**config.mk**
```make
export PLATFORM = sky130hd
export DESIGN_NAME = dsk_irq_top
export DESIGN_NICKNAME = d
export VERILOG_FILES = /design/src/rtl/dsk_irq_pkg.sv /design/src/rtl/dsk_irq_regdec.sv /design/src/rtl/dsk_irq_blkseq.sv /design/src/rtl/dsk_irq_pend.sv /design/src/rtl/dsk_irq_top.sv
export SDC_FILE = /design/constraint.sdc
export NUM_CORES = 1
export LEC_CHECK = 0
export BUFFER_PORTS_ARGS = -buffer_cell sky130_fd_sc_hd__buf_2
export CAP_MARGIN = 10
export CORE_MARGIN = 2
export CORE_UTILIZATION = 30
export DETAILED_ROUTE_END_ITERATION = 6
export PLACE_DENSITY = 0.62
export SYNTH_ARGS = -nofsm -noshare
export SYNTH_HDL_FRONTEND = slang
export SYNTH_SLANG_ARGS = --single-unit
export TNS_END_PERCENT = 10
```
**constraint.sdc**
```tcl
create_clock -name clk -period 2.3 [get_ports clk]
set_input_delay 0.23 -clock clk [delete_from_list [all_inputs] [get_ports clk]]
set_output_delay 0.23 -clock clk [all_outputs]
set_load 0.03 [all_outputs]
```
**src/rtl/dsk_irq_pkg.sv**
```systemverilog
package dsk_irq_pkg;
  localparam int OFS_W = 3;
  localparam logic [OFS_W-1:0] OFS_CMDSTAT = 3'd7;

  typedef enum logic [1:0] {
    XC_READ   = 2'd0,
    XC_WRITE  = 2'd1,
    XC_NODATA = 2'd2,
    XC_RSVD   = 2'd3
  } xfer_cls_e;

  function automatic logic first_block_quiet(xfer_cls_e c);
    return c == XC_WRITE;
  endfunction
endpackage

```
**src/rtl/dsk_irq_regdec.sv**
```systemverilog
module dsk_irq_regdec
  import dsk_irq_pkg::*;
(
  input  logic             rd_i,
  input  logic             wr_i,
  input  logic             cs_cmd_i,
  input  logic             cs_ctl_i,
  input  logic [OFS_W-1:0] ofs_i,
  output logic             stat_rd_o,
  output logic             cmd_wr_o
);
  logic hit;

  always_comb begin
    // command-block only; both selects at once is not a valid access
    hit       = cs_cmd_i && !cs_ctl_i && (ofs_i == OFS_CMDSTAT);
    stat_rd_o = hit && rd_i;
    cmd_wr_o  = hit && wr_i;
  end
endmodule

```
**src/rtl/dsk_irq_blkseq.sv**
```systemverilog
module dsk_irq_blkseq
  import dsk_irq_pkg::*;
#(
  parameter int CNT_W = 8
) (
  input  logic             clk,
  input  logic             rst,
  input  logic             mult_we_i,
  input  logic [CNT_W-1:0] mult_val_i,
  input  logic             xfer_start_i,
  input  logic [1:0]       cls_i,
  input  logic             sec_go_i,
  output logic             blk_ev_o
);
  localparam logic [CNT_W-1:0] ONE = CNT_W'(1);

  logic [CNT_W-1:0] mult_q, blk_len, pos_q, pos_eff;
  logic [CNT_W:0]   pos_inc;
  logic             first_q, first_eff, boundary;
  xfer_cls_e        cls_q, cls_eff;

  always_comb begin
    blk_len   = (mult_q == '0) ? ONE : mult_q;
    pos_eff   = xfer_start_i ? '0 : pos_q;
    first_eff = xfer_start_i ? 1'b1 : first_q;
    cls_eff   = xfer_start_i ? xfer_cls_e'(cls_i) : cls_q;
    pos_inc   = {1'b0, pos_eff} + {{CNT_W{1'b0}}, 1'b1};
    boundary  = sec_go_i && (pos_eff == '0);
    blk_ev_o  = boundary && !(first_eff && first_block_quiet(cls_eff));
  end

  always_ff @(posedge clk) begin
    if (rst) begin
      mult_q  <= ONE;
      pos_q   <= '0;
      first_q <= 1'b1;
      cls_q   <= XC_READ;
    end else begin
      if (mult_we_i) mult_q <= mult_val_i;
      cls_q <= cls_eff;
      if (sec_go_i) begin
        pos_q   <= (pos_inc >= {1'b0, blk_len}) ? '0 : pos_inc[CNT_W-1:0];
        first_q <= first_eff && !boundary;
      end else begin
        pos_q   <= pos_eff;
        first_q <= first_eff;
      end
    end
  end
endmodule

```
**src/rtl/dsk_irq_pend.sv**
```systemverilog
module dsk_irq_pend (
  input  logic clk,
  input  logic rst,
  input  logic set_i,
  input  logic clr_i,
  input  logic sel_i,
  input  logic dis_i,
  output logic pend_o,
  output logic irq_o
);
  logic pend_nxt;

  always_comb begin
    if (set_i)      pend_nxt = 1'b1;
    else if (clr_i) pend_nxt = 1'b0;
    else            pend_nxt = pend_o;
  end

  always_ff @(posedge clk) begin
    if (rst) begin
      pend_o <= 1'b0;
      irq_o  <= 1'b0;
    end else begin
      pend_o <= pend_nxt;
      irq_o  <= pend_nxt && sel_i && !dis_i;
    end
  end
endmodule

```
**src/rtl/dsk_irq_top.sv**
```systemverilog
module dsk_irq_top
  import dsk_irq_pkg::*;
#(
  parameter int CNT_W = 8
) (
  input  logic             clk,
  input  logic             rst,
  input  logic             ev_pend_i,
  input  logic             sel_i,
  input  logic             dis_i,
  input  logic             sw_rst_i,
  input  logic             rd_i,
  input  logic             wr_i,
  input  logic             cs_cmd_i,
  input  logic             cs_ctl_i,
  input  logic [2:0]       ofs_i,
  input  logic             mult_we_i,
  input  logic [CNT_W-1:0] mult_val_i,
  input  logic             xfer_start_i,
  input  logic [1:0]       cls_i,
  input  logic             sec_go_i,
  output logic             pend_o,
  output logic             irq_o
);
  logic stat_rd, cmd_wr, blk_ev, set_any, clr_any;

  dsk_irq_regdec u_dec (
    .rd_i(rd_i), .wr_i(wr_i), .cs_cmd_i(cs_cmd_i), .cs_ctl_i(cs_ctl_i),
    .ofs_i(ofs_i), .stat_rd_o(stat_rd), .cmd_wr_o(cmd_wr)
  );

  dsk_irq_blkseq #(.CNT_W(CNT_W)) u_seq (
    .clk(clk), .rst(rst), .mult_we_i(mult_we_i), .mult_val_i(mult_val_i),
    .xfer_start_i(xfer_start_i), .cls_i(cls_i), .sec_go_i(sec_go_i),
    .blk_ev_o(blk_ev)
  );

  always_comb begin
    set_any = ev_pend_i || blk_ev;
    clr_any = sw_rst_i || stat_rd || cmd_wr;
  end

  dsk_irq_pend u_pend (
    .clk(clk), .rst(rst), .set_i(set_any), .clr_i(clr_any),
    .sel_i(sel_i), .dis_i(dis_i), .pend_o(pend_o), .irq_o(irq_o)
  );
endmodule

```
# --- After elaboration in Yosys (flattened, before gate mapping) ---
# Cells that the tools add are included.
totals:
  ff_bits: 21
  wordCells: 38
  in_bits: 26
  output_inout_bits: 2
classes:
  reduce_logical: 19
  n_addsub: 1
  eq_ne: 2
  muxes: 9
  n_lt_le_gt_ge: 1
ops:
  columns: ["op", "n"]
  rows:
  - ["8-bit two-way mux", 4]
  - ["8-bit zero test", 2]
  - ["1-bit logical AND", 10]
  - ["8-bit by 1-bit adder with 9-bit output (second input constant)", 1]
  - ["9-bit by 8-bit greater-or-equal comparator with 1-bit output", 1]
  - ["1-bit zero test", 4]
  - ["1-bit two-way mux", 4]
  - ["3-bit == test (second input constant)", 1]
  - ["1-bit logical OR", 3]
  - ["2-bit by 1-bit == test with 1-bit output (second input constant)", 1]
  - ["2-bit two-way mux", 1]

# --- Longest topological paths before layout ---
logic_depth:
  ltp_word: 10
  mapped_depth: 10
  mapped_depth_nobuf: 10

# --- Hierarchy ---
# Synthesis repeated with hierarchy kept, for this count alone.
unflattened:
  hier_cells: 137
  hier_area_um2: 1246.2
modules_own_cells:
  columns: ["mod", "seq_area_each_um2", "cells_per_inst", "area_per_inst_um2", "instances"]
  rows:
  - ["dsk_irq_blkseq", 380.4, 123, 1106.1, 1]
  - ["dsk_irq_pend", 40.0, 7, 93.8, 1]
  - ["dsk_irq_regdec", 0.0, 5, 33.8, 1]
  - ["dsk_irq_top", 0.0, 2, 12.5, 1]

# --- Least setup slack after synthesis ---
# Ideal clock, no wire load.
synth_timing:
  path_kind: "register -> register"
  start: "register u_seq.pos_q[2]"
  end: "register u_seq.pos_q[5]"
  slack_ns: 0.008
  n_path_buf: 0
  required_ns: 2.204
  t_arrival_ns: 2.196
  synth_period_minus_slack_ns: 2.292
  setup_ns: 0.096
  stages_incl_launch_ff: 10
  path_cell_list: "dfxtp_1 nand3_2 nor3_2 xnor2_1 ha_1 a22o_1 nor4_4 a21boi_4 nor2_2 o41ai_2"
synth_between:
  elab_chain_cells: 5
synth_lines:
  columns: ["item", "line_no", "text"]
  rows:
  - ["start: declaration", "dsk_irq_blkseq.sv:17", "logic [CNT_W-1:0] mult_q, blk_len, pos_q, pos_eff;"]
  - ["start signal: assignment", "dsk_irq_blkseq.sv:42", "pos_q <= (pos_inc >= {1'b0, blk_len}) ? '0 : pos_inc[CNT_W-1:0];"]
  - ["start signal: assignment", "dsk_irq_blkseq.sv:45", "pos_q <= pos_eff;"]
  - ["8-bit two-way mux *", "dsk_irq_blkseq.sv:24", "pos_eff = xfer_start_i ? '0 : pos_q;"]
  - ["8-bit by 1-bit adder with 9-bit output *", "dsk_irq_blkseq.sv:27", "pos_inc = {1'b0, pos_eff} + {{CNT_W{1'b0}}, 1'b1};"]
  - ["9-bit by 8-bit greater-or-equal comparator with 1-bit output", "dsk_irq_blkseq.sv:42", null]
  - ["8-bit two-way mux *", "dsk_irq_blkseq.sv:42", null]
  - ["8-bit two-way mux *", "dsk_irq_blkseq.sv:41", "if (sec_go_i) begin"]
# Mark *: on every way between the ends. The rest lies on a longest branch, timed or not.
# A chain may end at the register's enable or synchronous reset.

# --- Final worst setup path ---
layout_timing:
  start: "register u_seq.pos_q[0]"
  end: "register u_seq.pos_q[5]"
# The elaborated chain is that of the path after synthesis.

==> flow_summary.toml <==
[hold_path]
min-delay-path-class = "input pin to register"
hold-path-cell-count = 2

[final_layout]
antenna_cells = 0
seqCellArea_um2 = 442.9
fillers = 434
fin_cells = 247
layout_net_count = 231
area_taken_by_multi_input_logic_gates_um2 = 932.1
utilization = 0.4040
layout-area-overhead-vs-synth_pct = 30.19
drive_above_1_share = 0.3590

[logic_synthesis]
synth_cell_type_count = 45
postSynthCellCount = 157
synth_warnings = 0
post_synth_instance_area_mm2 = 0.001351
flip_flop_and_latch_count_after_synthesis = 21
avgSynthCellArea_um2 = 8.607
yosysSeqAreaShare = 0.3111
mappedNetlistNets = 192

[routing]
detail_route.vias_per_cell = 4.838
remaining_drc_errors = 0
routed_wirelength_um = 3044
drt-pass1-iter-count = 4
antenna_violating_nets_post_route = 0
drt-initial-drc-count = 33
route.detailed.wl_per_inst_um = 12.32
num_vias = 1195

[timing]
min_period_ns = 2.205
timing.final.crit_share = 0.9586
worst_pin_slew_ns = 0.3893
grt_setup_unrepaired = "yes"
timing.max_slew.rel_slack = 0.7405
timing.final.hold_violations = 0
timing.clock.skew_ns = 0.003919
setup_viol = 0
final-max-slew-violation-count = 0
max_freq_mhz = 453.6

[die]
die_area_mm2 = 0.005057
initial_utilization = 0.3103
die-height_um = 71.12
die_width_um = 71.12
core_area_mm2 = 0.004354
ioPinCount = 28
placementRows = 24

[power_and_ir_drop]
power.density_mw_per_mm2 = 442.1
power.ir.vdd_worst_mv = 0.2367
total_leakage_power_nw = 0.8027

[setup_path]
worst-setup-path-type = "register to register"
worst_path_largest_cell_delay_ns = 0.38
critical_path_arrival_ns = 2.36
crit_path_end_kind = "register"
critical_path.cell_chain = "and3_4 > nand3_2 > xor2_2 > nor2_1 > ha_2 > a22o_1 > nor4_4 > a21boi_4 > nor2_2 > o41ai_2"
timing.critical_path.from_type = "register"
cp_max_fo = 4
required_time_reported_for_the_critical_path_endpoint_ns = 2.45
cp_slowest_cell = "sky130_fd_sc_hd__dfxtp_4"
rr_worst_depth = 10

[global_routing]
initial_antenna_violation_count = 0
wire_length_of_the_first_global_routing_pass_um = 5216
grt_pass1_vias = 1149
grt_start_max_net_pins = 21
grt.total_usage = 0.1280
grt_overflow_total = 0

[placed_design]
placed_cells = 242
place.gp.congestion = 0.8226
place.port_buffers = 27
place_hpwl_um = 2390

[run]
drv.max_cap_violation_count = 0

[clock_tree]
cts.sinks = 21
htree_num_levels = 1
tritoncts.num_buffers = 3
clock_latency_on_the_worst_skew_pair_ns = 0.26
ctsRootBufferMaster = "sky130_fd_sc_hd__clkbuf_8"
worst_setup_hold_path_clk_slew_ns = 0.08
cts_max_path_buffers = 2
clock_tree_from_tritoncts = "built"

[run_status]
outcome = "complete, no violations"
## layer usage
metal	wire length, µm	up-vias	track usage
met5	0	-	0
met4	34	0	0.03774
met3	84	5	0.01709
met2	1461	16	0.2108
met1	1464	547	0.1750
li1	-	627	-
## worst max-delay path, delay by kind of cell (launching register included)
kind,cells,cell delay (ns)
DFF,1,0.38
adders and majority gates,1,0.19
AOI/OAI and AO/OA,3,0.73
xor gates and xnor gates,1,0.20
and+or+nand+nor,5,0.61
## through the flow
stage | power [W] | hold slack [ns] | worst slack [ns] | instance area, µm² | TNS [ns]
finish | 0.0007777 | 0.1812 | 0.09533 | 1759 | 0
global route | 0.0008224 | 0.1925 | -0.03342 | 1759 | -0.03599
CTS | 0.0007962 | 0.1810 | 0.0007732 | 1674 | 0
detailed placement | 0.0005479 | 0.4526 | 0.005741 | 1620 | 0
global placement | 0.0005469 | 0.4474 | 0.04759 | 1620 | 0
floorplan | 0.0004913 | 0.3479 | 0.008041 | 1351 | 0
## worst paths after layout
kind | start | endpoint | slack (ns)
min reg2reg | u_seq.cls_q[0]$_SDFF_PP0_ | u_seq.cls_q[0]$_SDFF_PP0_ | 0.48
max | u_seq.pos_q[0]$_SDFF_PP0_ | u_seq.pos_q[5]$_SDFF_PP0_ | 0.1
max reg2reg | u_seq.pos_q[0]$_SDFF_PP0_ | u_seq.pos_q[5]$_SDFF_PP0_ | 0.1
min | mult_val_i[0] | u_seq.mult_q[0]$_SDFFE_PP1P_ | 0.18
## final cells by class
type                            count  share of cell area
Clock buffer                        4             0.02560
Timing Repair Buffer               41              0.1366
Multi-Input combinational cell    120              0.5299
Inverter                            9             0.01920
Sequential cell                    21              0.2518
Tap cell                           52             0.03698
## state kept, by name (all words and copies together), names as in the netlist
name / flops
u_seq.mult_q: 8
u_pend.irq_o: 1
u_seq.first_q: 1
u_seq.cls_q: 2
u_pend.pend_o: 1
u_seq.pos_q: 8
## cell usage after synthesis
library cell               count  share of area
sky130_fd_sc_hd__dfxtp_1      21           0.31
sky130_fd_sc_hd__nor2_1       17          0.047
sky130_fd_sc_hd__nand2_1      14          0.039
sky130_fd_sc_hd__ha_1          9          0.083
sky130_fd_sc_hd__inv_1         9          0.025
sky130_fd_sc_hd__mux2i_1       9          0.067
sky130_fd_sc_hd__nand2b_1      8          0.037
sky130_fd_sc_hd__o22ai_1       7          0.032
sky130_fd_sc_hd__a21oi_1       6          0.022
sky130_fd_sc_hd__clkbuf_1      5          0.014
sky130_fd_sc_hd__nand3_1       4          0.015
sky130_fd_sc_hd__xnor2_1       4          0.026
sky130_fd_sc_hd__nor2b_1       3          0.014
sky130_fd_sc_hd__o21ai_1       3          0.011
sky130_fd_sc_hd__or2_2         3          0.014
sky130_fd_sc_hd__a211o_1       2          0.013
sky130_fd_sc_hd__a31oi_1       2         0.0093
sky130_fd_sc_hd__buf_2         2         0.0074
sky130_fd_sc_hd__nor4_1        2         0.0093
sky130_fd_sc_hd__xor2_1        2          0.013
sky130_fd_sc_hd__a21boi_4      1          0.014
sky130_fd_sc_hd__a22o_1        1         0.0065
sky130_fd_sc_hd__a41o_1        1         0.0074
sky130_fd_sc_hd__and2_1        1         0.0046
sky130_fd_sc_hd__and3_1        1         0.0046
sky130_fd_sc_hd__and4_1        1         0.0065
sky130_fd_sc_hd__and4bb_1      1         0.0093
sky130_fd_sc_hd__mux2_1        1         0.0083
sky130_fd_sc_hd__nand2b_4      1          0.010
sky130_fd_sc_hd__nand3_2       1         0.0074
sky130_fd_sc_hd__nand3b_1      1         0.0056
sky130_fd_sc_hd__nand4b_1      1         0.0065
sky130_fd_sc_hd__nor2_2        1         0.0046
sky130_fd_sc_hd__nor3_1        1         0.0037
sky130_fd_sc_hd__nor3_2        1         0.0074
sky130_fd_sc_hd__nor3b_1       1         0.0056
sky130_fd_sc_hd__nor3b_2       1         0.0093
sky130_fd_sc_hd__nor4_2        1         0.0093
sky130_fd_sc_hd__nor4_4        1          0.016
sky130_fd_sc_hd__o211ai_1      1         0.0056
sky130_fd_sc_hd__o21ai_0       1         0.0037
sky130_fd_sc_hd__o32ai_2       1          0.012
sky130_fd_sc_hd__o41ai_2       1          0.012
sky130_fd_sc_hd__or3_1         1         0.0046
sky130_fd_sc_hd__or3b_2        1         0.0065
## cell usage in the layout (no fill, tap or decap), drive strengths merged, types with 2 or more instances in the layout
cell | synthesis | layout
nor4 | 4 | 4
inv | 9 | 9
o21ai | 4 | 4
a211o | 2 | 2
buf | 2 | 41
dfxtp | 21 | 21
nor3b | 2 | 2
a31oi | 2 | 2
nand3 | 5 | 5
xnor2 | 4 | 4
ha | 9 | 9
nand2 | 14 | 14
mux2i | 9 | 9
clkbuf | 5 | 4
or2 | 3 | 3
nor3 | 2 | 2
nor2b | 3 | 3
nand2b | 9 | 9
nor2 | 18 | 18
a21oi | 6 | 6
o22ai | 7 | 7
xor2 | 2 | 2
## cell families after synthesis
group	count (synthesis)	share of synthesized area
xor gates and xnor gates	6	0.03889
adders and majority gates	9	0.08333
and+or+nand+nor	68	0.2963
buffers and inverters	16	0.04630
muxes	10	0.07500
DFF	21	0.3111
AOI/OAI and AO/OA	27	0.1491
## where the power goes
group          switching (W)  internal (W)
Sequential         0.0000106      0.000374
Combinational      0.0000798     0.0000702
Clock               0.000119      0.000123
Total               0.000210      0.000568
## repair_timing
| action | 4_1_cts | 5_1_grt |
|---|---|---|
| pin swaps | 0 | 4 |
| setup endpoints to repair | 1 | 8 |
| hold endpoints to repair | 0 | 0 |
| resized for setup | 2 | 21 |
| buffers inserted | 0 | 1 |
| hold buffers | 0 | 0 |
Power figures use the tool's default switching activity.
